--- src/rtl/tmr8_pkg.sv ---
package tmr8_pkg;

  localparam int ADDR_W = 2;
  localparam logic [ADDR_W-1:0] A_CTRL = 2'd0;
  localparam logic [ADDR_W-1:0] A_CNT  = 2'd1;
  localparam logic [ADDR_W-1:0] A_CONA = 2'd2;
  localparam logic [ADDR_W-1:0] A_CONB = 2'd3;

  localparam int NFLAGS   = 3;
  localparam int FLAG_LSB = 5;  // ovf=5, A=6, B=7
  localparam int CAPEN_B  = 4;

  typedef enum logic [1:0] {
    ACT_KEEP = 2'b00,
    ACT_LOW  = 2'b01,
    ACT_HIGH = 2'b10,
    ACT_FLIP = 2'b11
  } pin_act_e;

  function automatic logic apply_act(input logic [1:0] act, input logic cur);
    case (pin_act_e'(act))
      ACT_LOW:  return 1'b0;
      ACT_HIGH: return 1'b1;
      ACT_FLIP: return ~cur;
      default:  return cur;
    endcase
  endfunction

  function automatic logic edge_hit(input logic [1:0] sel, input logic rise, input logic fall);
    if (sel[1])      return rise | fall;
    else if (sel[0]) return fall;
    else             return rise;
  endfunction

endpackage

--- src/rtl/tmr8_edge_sync.sv ---
module tmr8_edge_sync #(
  parameter int STAGES = 2
) (
  input  logic clk,
  input  logic rst_n,
  input  logic din,
  output logic rise_o,
  output logic fall_o
);
  logic [STAGES-1:0] chain;
  logic              last;

  always_ff @(posedge clk or negedge rst_n) begin
    if (!rst_n) chain[0] <= 1'b0;
    else        chain[0] <= din;
  end

  for (genvar g = 1; g < STAGES; g++) begin : g_sync
    always_ff @(posedge clk or negedge rst_n) begin
      if (!rst_n) chain[g] <= 1'b0;
      else        chain[g] <= chain[g-1];
    end
  end

  always_ff @(posedge clk or negedge rst_n) begin
    if (!rst_n) last <= 1'b0;
    else        last <= chain[STAGES-1];
  end

  assign rise_o = chain[STAGES-1] & ~last;
  assign fall_o = ~chain[STAGES-1] & last;
endmodule

--- src/rtl/tmr8_pin_ctl.sv ---
module tmr8_pin_ctl
  import tmr8_pkg::*;
(
  input  logic       clk,
  input  logic       rst_n,
  input  logic       fire_i,
  input  logic [1:0] act_i,
  output logic       pin_o
);
  always_ff @(posedge clk or negedge rst_n) begin
    if (!rst_n)      pin_o <= 1'b0;
    else if (fire_i) pin_o <= apply_act(act_i, pin_o);
  end
endmodule

--- src/rtl/tmr8_flag.sv ---
module tmr8_flag (
  input  logic clk,
  input  logic rst_n,
  input  logic set_i,
  input  logic rd_i,
  input  logic wr_i,
  input  logic wr_bit_i,
  output logic flag_o
);
  logic armed;
  logic clr_now;

  assign clr_now = wr_i & ~wr_bit_i & armed;

  always_ff @(posedge clk or negedge rst_n) begin
    if (!rst_n) begin
      armed  <= 1'b0;
      flag_o <= 1'b0;
    end else begin
      flag_o <= set_i | (flag_o & ~clr_now);
      if (clr_now)              armed <= 1'b0;
      else if (rd_i && flag_o)  armed <= 1'b1;
    end
  end
endmodule

--- src/rtl/tmr8_ccap.sv ---
module tmr8_ccap
  import tmr8_pkg::*;
#(
  parameter int W           = 8,
  parameter int SYNC_STAGES = 2
) (
  input  logic          clk,
  input  logic          rst_n,
  input  logic          cnt_en,
  input  logic          cap_in,
  input  logic          bus_rd,
  input  logic          bus_wr,
  input  logic [1:0]    bus_addr,
  input  logic [W-1:0]  bus_wdata,
  output logic [W-1:0]  bus_rdata,
  output logic          pin_a,
  output logic          pin_b
);
  localparam logic [W-1:0] CNT_TOP = {W{1'b1}};
  localparam logic [W-1:0] ONE     = {{(W-1){1'b0}}, 1'b1};

  logic [W-1:0] cnt, reg_a, reg_b;
  logic         cap_en;
  logic [1:0]   sel_a, sel_b;
  logic [NFLAGS-1:0] flg, flg_set;

  // named internal events
  logic wr_ctrl, wr_cnt, wr_a, wr_b, rd_ctrl;
  logic step, evt_ovf, evt_cmp_a, evt_cmp_b, evt_cap;
  logic cap_rise, cap_fall;

  assign wr_ctrl = bus_wr && (bus_addr == A_CTRL);
  assign wr_cnt  = bus_wr && (bus_addr == A_CNT);
  assign wr_a    = bus_wr && (bus_addr == A_CONA);
  assign wr_b    = bus_wr && (bus_addr == A_CONB);
  assign rd_ctrl = bus_rd && (bus_addr == A_CTRL);

  assign step      = cnt_en && !wr_cnt;
  assign evt_ovf   = step && (cnt == CNT_TOP);
  assign evt_cmp_a = step && (cnt == reg_a);
  assign evt_cmp_b = step && !cap_en && (cnt == reg_b);
  assign evt_cap   = cap_en && edge_hit(sel_b, cap_rise, cap_fall);

  tmr8_edge_sync #(.STAGES(SYNC_STAGES)) u_sync (
    .clk(clk), .rst_n(rst_n), .din(cap_in), .rise_o(cap_rise), .fall_o(cap_fall)
  );

  always_ff @(posedge clk or negedge rst_n) begin
    if (!rst_n)     cnt <= '0;
    else if (wr_cnt) cnt <= bus_wdata;
    else if (step)   cnt <= cnt + ONE;
  end

  always_ff @(posedge clk or negedge rst_n) begin
    if (!rst_n)    reg_a <= '0;
    else if (wr_a) reg_a <= bus_wdata;
  end

  always_ff @(posedge clk or negedge rst_n) begin
    if (!rst_n)       reg_b <= '0;
    else if (evt_cap) reg_b <= cnt;
    else if (wr_b)    reg_b <= bus_wdata;
  end

  always_ff @(posedge clk or negedge rst_n) begin
    if (!rst_n) begin
      cap_en <= 1'b0;
      sel_b  <= 2'b00;
      sel_a  <= 2'b00;
    end else if (wr_ctrl) begin
      cap_en <= bus_wdata[CAPEN_B];
      sel_b  <= bus_wdata[3:2];
      sel_a  <= bus_wdata[1:0];
    end
  end

  assign flg_set = {evt_cmp_b | evt_cap, evt_cmp_a, evt_ovf};

  for (genvar i = 0; i < NFLAGS; i++) begin : g_flag
    tmr8_flag u_flag (
      .clk(clk), .rst_n(rst_n), .set_i(flg_set[i]), .rd_i(rd_ctrl),
      .wr_i(wr_ctrl), .wr_bit_i(bus_wdata[FLAG_LSB+i]), .flag_o(flg[i])
    );
  end

  tmr8_pin_ctl u_pin_a (
    .clk(clk), .rst_n(rst_n), .fire_i(evt_cmp_a), .act_i(sel_a), .pin_o(pin_a)
  );
  tmr8_pin_ctl u_pin_b (
    .clk(clk), .rst_n(rst_n), .fire_i(evt_cmp_b), .act_i(sel_b), .pin_o(pin_b)
  );

  always_comb begin
    bus_rdata = '0;
    case (bus_addr)
      A_CTRL: bus_rdata[7:0] = {flg[2], flg[1], flg[0], cap_en, sel_b, sel_a};
      A_CNT:  bus_rdata = cnt;
      A_CONA: bus_rdata = reg_a;
      default: bus_rdata = reg_b;
    endcase
  end
endmodule

--- config.mk ---
export PLATFORM = sky130hd
export DESIGN_NAME = tmr8_ccap
export DESIGN_NICKNAME = d
export VERILOG_FILES = /design/src/rtl/tmr8_pkg.sv /design/src/rtl/tmr8_edge_sync.sv /design/src/rtl/tmr8_pin_ctl.sv /design/src/rtl/tmr8_flag.sv /design/src/rtl/tmr8_ccap.sv
export SDC_FILE = /design/constraint.sdc
export NUM_CORES = 1
export LEC_CHECK = 0
export ABC_AREA = 1
export BUFFER_PORTS_ARGS = -buffer_cell sky130_fd_sc_hd__buf_2
export CORE_AREA = 2 2 104 106
export CTS_CLUSTER_DIAMETER = 80
export DETAILED_ROUTE_END_ITERATION = 10
export DIE_AREA = 0 0 106 108
export PLACE_DENSITY = 0.38
export SYNTH_ARGS = -nofsm -noshare
export SYNTH_HDL_FRONTEND = slang
export SYNTH_SLANG_ARGS = --single-unit
--- constraint.sdc ---
create_clock -name clk -period 1.6 [get_ports clk]
set_input_delay 0.08 -clock clk [delete_from_list [all_inputs] [get_ports clk]]
set_output_delay 0.08 -clock clk [all_outputs]
set_load 0.01 [all_outputs]
==> reports/summary.log, run 1 <==
[worst_setup_path] type of destination of the critical path output port
[clock_tree] clock transition at the registers of the reported paths 0.08 ns
[yosys] area of the mapped netlist 0.00232 mm2
[floorplanning] Die Y 108 um
[clock_tree] total setup buffers inserted after CTS 0
[sta] final critical-path required period 1.50 ns
[final_layout] area taken by flip-flops and latches 0.00100 mm2
[sta] post-route worst hold slack 0.0552 ns
[final_layout] non-filler instance count after layout 481
[sta] final worst path period share 0.937
[pwr] largest voltage drop on the vdd net 0.393 mV
[floorplanning] cell row count 37
[yosys] number of cells produced by synthesis 310
[final_layout] layout cells sized above 1 0.174
[run] count of maximum capacitance violations 0
[clock_tree] Clock Tree Root clkbuf_8
[pwr] reported leakage power 1.37 nW
[yosys] main combinational cell family by area after synthesis simple AND/OR/NAND/NOR gates
[yosys] Mapped Nets 329
[route] Vias/cell 4.25
[yosys] mean instance size in the synthesized netlist 7.50 um2
[worst_setup_path] Setup crit start kind flip-flop
[sta] Max transition margin 0.679
[clock_tree] number of clock sinks 40
[place] Routability Congestion 0.822
[yosys] number of distinct library cell variants in the gate-level netlist after synthesis 32
[clock_tree] clock latency of the later-clocked register in the worst-skew pair 0.30 ns
[final_layout] area growth from synthesis to layout 18.9%
[final_layout] leading cell type in the layout, fill and taps excluded nand2_1
[sta] maximum clock rate 0.667 GHz
[yosys] FF+latch count, synth 40
[sta] final-report setup violation count 0
[sta] Worst Slack Setup Final 0.101 ns
[place] HPWL after DPL 5450 um
[yosys] simple-gate portion of the synthesized area 0.313
[grt] first-pass GRT wire length 11200 um
[yosys] ys async rst share 1.00
[grt] number of antenna violations at the first check in global routing 0
[outcome] outcome complete, no violations
[worst_setup_path] Max FO, Critical Path 7
[sta] Post-Route Setup TNS 0 ns
[route] total vias in the final route 2046
[yosys] adder and majority cell fraction of the synthesized area 0.0161
[route] mean routed wirelength per cell 14.5 um
[floorplanning] floorplan die area 0.0114 mm2
[worst_setup_path] Critical-path top delay cell dfrtp_2
[final_layout] fill cell instance count of the final layout 1136
[worst_setup_path] CP Class reg2out
[pwr] power density over the cells 1270 mW/mm2
[worst_setup_path] data required time at the worst endpoint 1.52 ns
[yosys] Synth Area in XOR/XNOR 0.0339
[yosys] share of synthesized area spent on multiplexers 0
[clock_tree] cts bufs inserted 5
[route] DRC errors left 0
[yosys] total of warnings raised by yosys 0
[route] antenna viol nets, final 0
[place] number of cells in the design after placement 471
[route] number of optimization iterations in the first detailed-route pass 4
[hold_path] Hold WC Path Type in2reg
[grt] leftover overflow at the end of global routing 0
[clock_tree] H-tree depth 2
[final_layout] commonest cells after routing, fill and taps aside nand2_1, inv_1, dfrtp_1
[sta] transition at the pin with the smallest max-transition slack 0.481 ns
[sta] skew final 0.00711 ns
[place] pre-CTS setup slack 0.0979 ns
[clock_tree] TritonCTS clock tree built
[place] total of buffers placed on input and output ports 25
[yosys] sequential element share of the synthesized area 0.431
[final_layout] # nets final 363
[grt] pin count of the biggest net entering global routing 41
[floorplanning] Floorplan Core Area 0.0102 mm2
[yosys] Post-synth EDFFs 0
[sta] Final Max Slew Viols 0
[final_layout] area occupied by multi-input gates 0.00111 mm2
[clock_tree] maximum number of buffers from clock root to sink 2
[grt] global-route usage over all layers 0.131
[worst_setup_path] cell breakdown of the critical path inv_1 -> nor2_1 -> a221oi_1 -> o21ai_1 -> buf_2
[grt] vias in the first global route 1982
[final_layout] ANT cells 0
[route] wire length after detailed routing 6960 um
[worst_setup_path] longest individual stage delay on the worst path 0.48 ns
[floorplanning] Die Width 106 um
[route] detailed router's first-iteration violation count 115
[worst_setup_path] Data arrival, critical path 1.42 ns
[yosys] Primary FF master, synth dfrtp_1
[floorplanning] I/O pins 26
[floorplanning] initial core utilization 0.227
[sta] Final Hold Fails 0
[yosys] compound-gate portion of the synthesized area 0.114
==> metrics by stage <==
step | instance area (um2) | total power, mW | util
2_1_floorplan | 2320 | 2.33 | -
3_3_place_gp | 2640 | 2.77 | 0.258
3_5_place_dp | 2640 | 2.77 | 0.258
4_1_cts | 2760 | 3.54 | 0.270
5_1_grt | 2760 | 3.83 | 0.270
6_report | 2760 | 3.51 | 0.270
==> power by group <==
part           internal [mW]  leakage [nW]  switching, mW  total (mW)
clock network          0.352        0.0445          0.396       0.748
registers               1.29         0.486          0.304        1.60
logic                  0.465         0.836          0.699        1.16
total                   2.11          1.37           1.40        3.51
==> per-layer routing <==
layer,part of all wire,GRT usage,vias to the layer above
met1,0.50,0.185,950
met4,0.013,0.0395,0
li1,-,-,1059
met2,0.46,0.210,31
met3,0.030,0.0193,6
met5,0,0,-
==> area by class of cell <==
| class | instances | share of cell area |
|---|---|---|
| Inverter | 42 | 0.0579 |
| Tap cell | 136 | 0.0616 |
| Clock buffer | 7 | 0.0312 |
| Multi-Input combinational cell | 219 | 0.402 |
| Sequential cell | 40 | 0.364 |
| Timing Repair Buffer | 36 | 0.0815 |
| Clock inverter | 1 | 0.00272 |
==> critical path, delay by kind of cell (launching register included) <==
| family | cells | cell delay (ns) |
|---|---|---|
| flip-flops | 1 | 0.48 |
| AO/OA/AOI/OAI | 2 | 0.33 |
| buffers and inverters | 2 | 0.26 |
| AND/OR/NAND/NOR | 1 | 0.05 |
==> worst paths after layout <==
kind                            slack, ns  cells after the start                 startpoint                            endpoint
worst max-delay path                 0.10                      5         cnt[2]$_DFFE_PN0P_                        bus_rdata[2]
worst min-delay path                 0.06                      3               bus_wdata[4]                reg_b[4]$_DFFE_PN0P_
worst max register to register       0.16                      7      u_sync.last$_DFF_PN0_                reg_b[3]$_DFFE_PN0P_
worst min register to register       0.39                      0  u_sync.chain[0]$_DFF_PN0_           u_sync.chain[1]$_DFF_PN0_
max in group asynchronous            1.10                      3                      rst_n                  cnt[1]$_DFFE_PN0P_
min in group asynchronous            0.27                      3                      rst_n  g_flag[1].u_flag.armed$_DFFE_PN0P_
==> what timing repair did <==
action / 4_1_cts / 5_1_grt
endpoints found under the setup margin: 0 / 12
gates resized for setup: 0 / 7
hold buffers: 2 / 0
hold endpoints to repair: 41 / 0
==> cell families after synthesis <==
logic type / after synthesis
XOR/XNOR: 9
buffers and inverters: 51
adder cells (fa/ha/maj): 3
flip-flops: 40
AND/OR/NAND/NOR: 162
AO/OA/AOI/OAI: 45
==> Yosys cell counts, types with 3 or more instances <==
library cell | count | area, um2
dfrtp_1 | 40 | 1000
inv_2 | 3 | 11.3
buf_2 | 6 | 30.0
nand2_1 | 100 | 375
nand3_1 | 25 | 125
xnor2_1 | 4 | 35.0
ha_1 | 3 | 37.5
a21oi_1 | 9 | 45.0
nor2_1 | 19 | 71.3
nand4_1 | 4 | 25.0
xor2_1 | 5 | 43.8
o221ai_1 | 3 | 26.3
o21ai_0 | 22 | 110
inv_1 | 39 | 146
o2111ai_1 | 4 | 35.0
==> flip-flops by register name, indices dropped and copies added (netlist names) <==
name and cells:
cap_en 1, cnt 8, g_flag.u_flag.armed 3, g_flag.u_flag.flag_o 3
reg_a 8, reg_b 8, sel_a 2, sel_b 2
u_pin_a.pin_o 1, u_pin_b.pin_o 1, u_sync.chain 2, u_sync.last 1
No activity file was read; power rests on OpenSTA's default activity.
==> run 2, diff against run 1 <==
--- a/config.mk
+++ b/config.mk
@@ -6,12 +6,12 @@
 export NUM_CORES = 1
 export LEC_CHECK = 0
 export ABC_AREA = 1
-export BUFFER_PORTS_ARGS = -buffer_cell sky130_fd_sc_hd__buf_2
-export CORE_AREA = 2 2 104 106
+export CORE_AREA = 2 2 93 95
 export CTS_CLUSTER_DIAMETER = 80
 export DETAILED_ROUTE_END_ITERATION = 10
-export DIE_AREA = 0 0 106 108
-export PLACE_DENSITY = 0.38
+export DIE_AREA = 0 0 95 97
+export DONT_BUFFER_PORTS = 1
+export PLACE_DENSITY = 0.42
 export SYNTH_ARGS = -nofsm -noshare
 export SYNTH_HDL_FRONTEND = slang
 export SYNTH_SLANG_ARGS = --single-unit
==> reports/summary.log, run 2 (synthesized netlist as in run 1, its figures left out) <==
[sta] transition at the pin with the smallest max-transition slack 0.470 ns [-0.0109 ns]
[floorplanning] I/O pins 26 [unchanged]
[route] DRC errors left 0 [unchanged]
[pwr] Internal Power 2.26 mW [+7.1%]
[pwr] largest voltage drop on the vdd net 0.386 mV [-1.8%]
[final_layout] ANT cells 0 [unchanged]
[grt] number of antenna violations at the first check in global routing 0 [unchanged]
[route] antenna viol nets, final 0 [unchanged]
[sta] Post-Route Setup TNS 0 ns [unchanged]
[floorplanning] Die Width 95 um [-10%]
[sta] unrepaired setup endpoints after global routing false
[clock_tree] total setup buffers inserted after CTS 0 [unchanged]
[sta] Worst Slack Setup Final 0.130 ns [+0.0292 ns]
[worst_setup_path] Max FO, Critical Path 5 [-2]
[pwr] power share of the combinational group 0.292 [-0.040]
[run] count of maximum capacitance violations 0 [unchanged]
[grt] first-pass GRT wire length 11100 um [-0.68%]
[sta] final worst path period share 0.919 [-0.0183]
[sta] Final Hold Fails 0 [unchanged]
[floorplanning] cell row count 33 [-11%]
[final_layout] commonest cells after routing, fill and taps aside nand2_1, inv_1, dfrtp_1
[worst_setup_path] data required time at the worst endpoint 1.52 ns [about the same]
[worst_setup_path] Setup crit start kind flip-flop
[route] number of optimization iterations in the first detailed-route pass 4 [unchanged]
[sta] final critical-path required period 1.47 ns [-0.0292 ns]
[pwr] fraction of power spent switching nets 0.372 [-0.0273]
[place] pre-CTS setup slack 0.121 ns [+0.0230 ns]
[clock_tree] number of clock sinks 40 [unchanged]
[floorplanning] Die Y 97 um [-10%]
[grt] vias in the first global route 2032 [+2.5%]
[route] detailed router's first-iteration violation count 121 [+5.2%]
[final_layout] area taken by flip-flops and latches 0.00100 mm2 [-0.25%]
[pwr] Sw Pwr 1.33 mW [-4.6%]
[grt] pin count of the biggest net entering global routing 41 [unchanged]
[pwr] clock share of power 0.262 [+0.049]
[worst_setup_path] type of destination of the critical path output port
[route] Vias/cell 4.65 [+9.2%]
[grt] leftover overflow at the end of global routing 0 [unchanged]
[sta] Final Max Slew Viols 0 [unchanged]
[final_layout] area growth from synthesis to layout 17.2%
[place] Routability Congestion 0.821 [about the same]
[clock_tree] maximum number of buffers from clock root to sink 2 [unchanged]
[clock_tree] clock latency of the later-clocked register in the worst-skew pair 0.30 ns [about the same]
[route] total vias in the final route 2012 [-1.7%]
[clock_tree] clock transition at the registers of the reported paths 0.08 ns [about the same]
[sta] final-report setup violation count 0 [unchanged]
[clock_tree] Clock Tree Root clkbuf_8
[worst_setup_path] CP Class reg2out
[final_layout] layout cells sized above 1 0.0884 [-0.0855]
[final_layout] largest registers cnt x8, reg_a x8, reg_b x8
[sta] maximum clock rate 0.680 GHz [+2.0%]
[hold_path] Hold WC Path Type in2reg
[outcome] outcome complete, no violations
[sta] Max transition margin 0.683 [+0.00427]
[sta] skew final 0.00386 ns [-0.00325 ns]
[clock_tree] TritonCTS clock tree built
[pwr] Total Power 3.59 mW [+2.4%]
[worst_setup_path] Data arrival, critical path 1.39 ns [-0.03 ns]
[final_layout] # nets final 346 [-4.7%]
[grt] global-route usage over all layers 0.159 [+0.0277]
[final_layout] leading cell type in the layout, fill and taps excluded nand2_1
[pwr] power density over the cells 1320 mW/mm2 [+3.9%]
[floorplanning] initial core utilization 0.286 [+0.0586]
[floorplanning] floorplan die area 0.00922 mm2 [-20%]
[place] total of buffers placed on input and output ports 0 [-100%]
[route] wire length after detailed routing 6690 um [-3.9%]
[final_layout] area occupied by multi-input gates 0.00111 mm2 [unchanged]
[clock_tree] cts bufs inserted 5 [unchanged]
[clock_tree] H-tree depth 2 [unchanged]
[final_layout] utilization after layout 0.335 [+0.0649]
[route] mean routed wirelength per cell 15.4 um [+6.7%]
[place] HPWL after DPL 5120 um [-6.1%]
[pwr] sequential group share of total power 0.446 [-0.009]
[final_layout] fill cell instance count of the final layout 891 [-22%]
[pwr] reported leakage power 1.32 nW [-3.5%]
[floorplanning] Floorplan Core Area 0.00813 mm2 [-20%]
run 2: changes by cell type in the layout (fill, tap and decap cells not counted):
| cell | delta |
|---|---|
| inv_1 | +2 |
| dlygate4sd3_1 | +11 |
| clkbuf_8 | +1 |
| dfrtp_1 | +2 |
| clkbuf_1 | -1 |
| clkinvlp_4 | -1 |
| bufinv_16 | +1 |
| inv_2 | -2 |
| buf_16 | +1 |
| buf_2 | -25 |
| dfrtp_2 | -2 |
| buf_12 | -1 |
| buf_4 | -3 |
run 2: worst paths after layout:
path | depth (start not counted) | start | slack (ns) | end
setup / recovery | 4 | cnt[3]$_DFFE_PN0P_ | 0.13 | bus_rdata[3]
min in group asynchronous | 2 | rst_n | 0.29 | cnt[2]$_DFFE_PN0P_
hold reg to reg | 0 | u_sync.chain[0]$_DFF_PN0_ | 0.37 | u_sync.chain[1]$_DFF_PN0_
setup reg to reg | 7 | u_sync.last$_DFF_PN0_ | 0.19 | reg_b[5]$_DFFE_PN0P_
max in group asynchronous | 2 | rst_n | 1.10 | cnt[5]$_DFFE_PN0P_
hold / removal | 2 | bus_wdata[1] | 0.02 | sel_a[1]$_DFFE_PN0N_
run 2: critical path, stage by stage, from the launching register on:
cell and delay [ns]:
dfrtp_1 0.46, inv_1 0.18, o21ai_0 0.12, a21oi_1 0.13
o21ai_0 0.20
run 2: metrics by stage:
step / instance area [um2] / instances / hold slack (ns)
after floorplan: 2320 / 310 / -0.216
after global placement: 2440 / 411 / -0.214
after detailed placement: 2440 / 411 / -0.214
after CTS: 2720 / 433 / 0.00645
after global routing: 2730 / 433 / 0.0152
final: 2730 / 433 / 0.0174
run 2: what timing repair did:
item                       4_1_cts  5_1_grt
hold buffers                    14        0
resized for setup                0        3
setup endpoints to repair        0        8
hold endpoints to repair        65        0
run 2: metal layers:
metal	track usage	part of all wire	vias to the layer above
li1	-	-	1031
met1	0.216	0.48	950
met2	0.253	0.48	27
met3	0.0327	0.032	4
met4	0.0491	0.012	0
met5	0	0	-
run 2: power by group through the flow:
stage               combinational, mW  clock, mW  sequential, mW
finish                           1.05      0.941            1.60
global route                     1.23       1.02            1.65
CTS                              1.07      0.964            1.60
detailed placement               1.01          0            1.62
global placement                0.991          0            1.62
floorplan                       0.862          0            1.47
run 2: area by class of cell:
cell class	instances	share of cell area
Clock inverter	1	0.0110
Inverter	42	0.0588
Clock buffer	7	0.0354
Multi-Input combinational cell	219	0.407
Timing Repair Buffer	19	0.0716
Tap cell	105	0.0482
Sequential cell	40	0.368
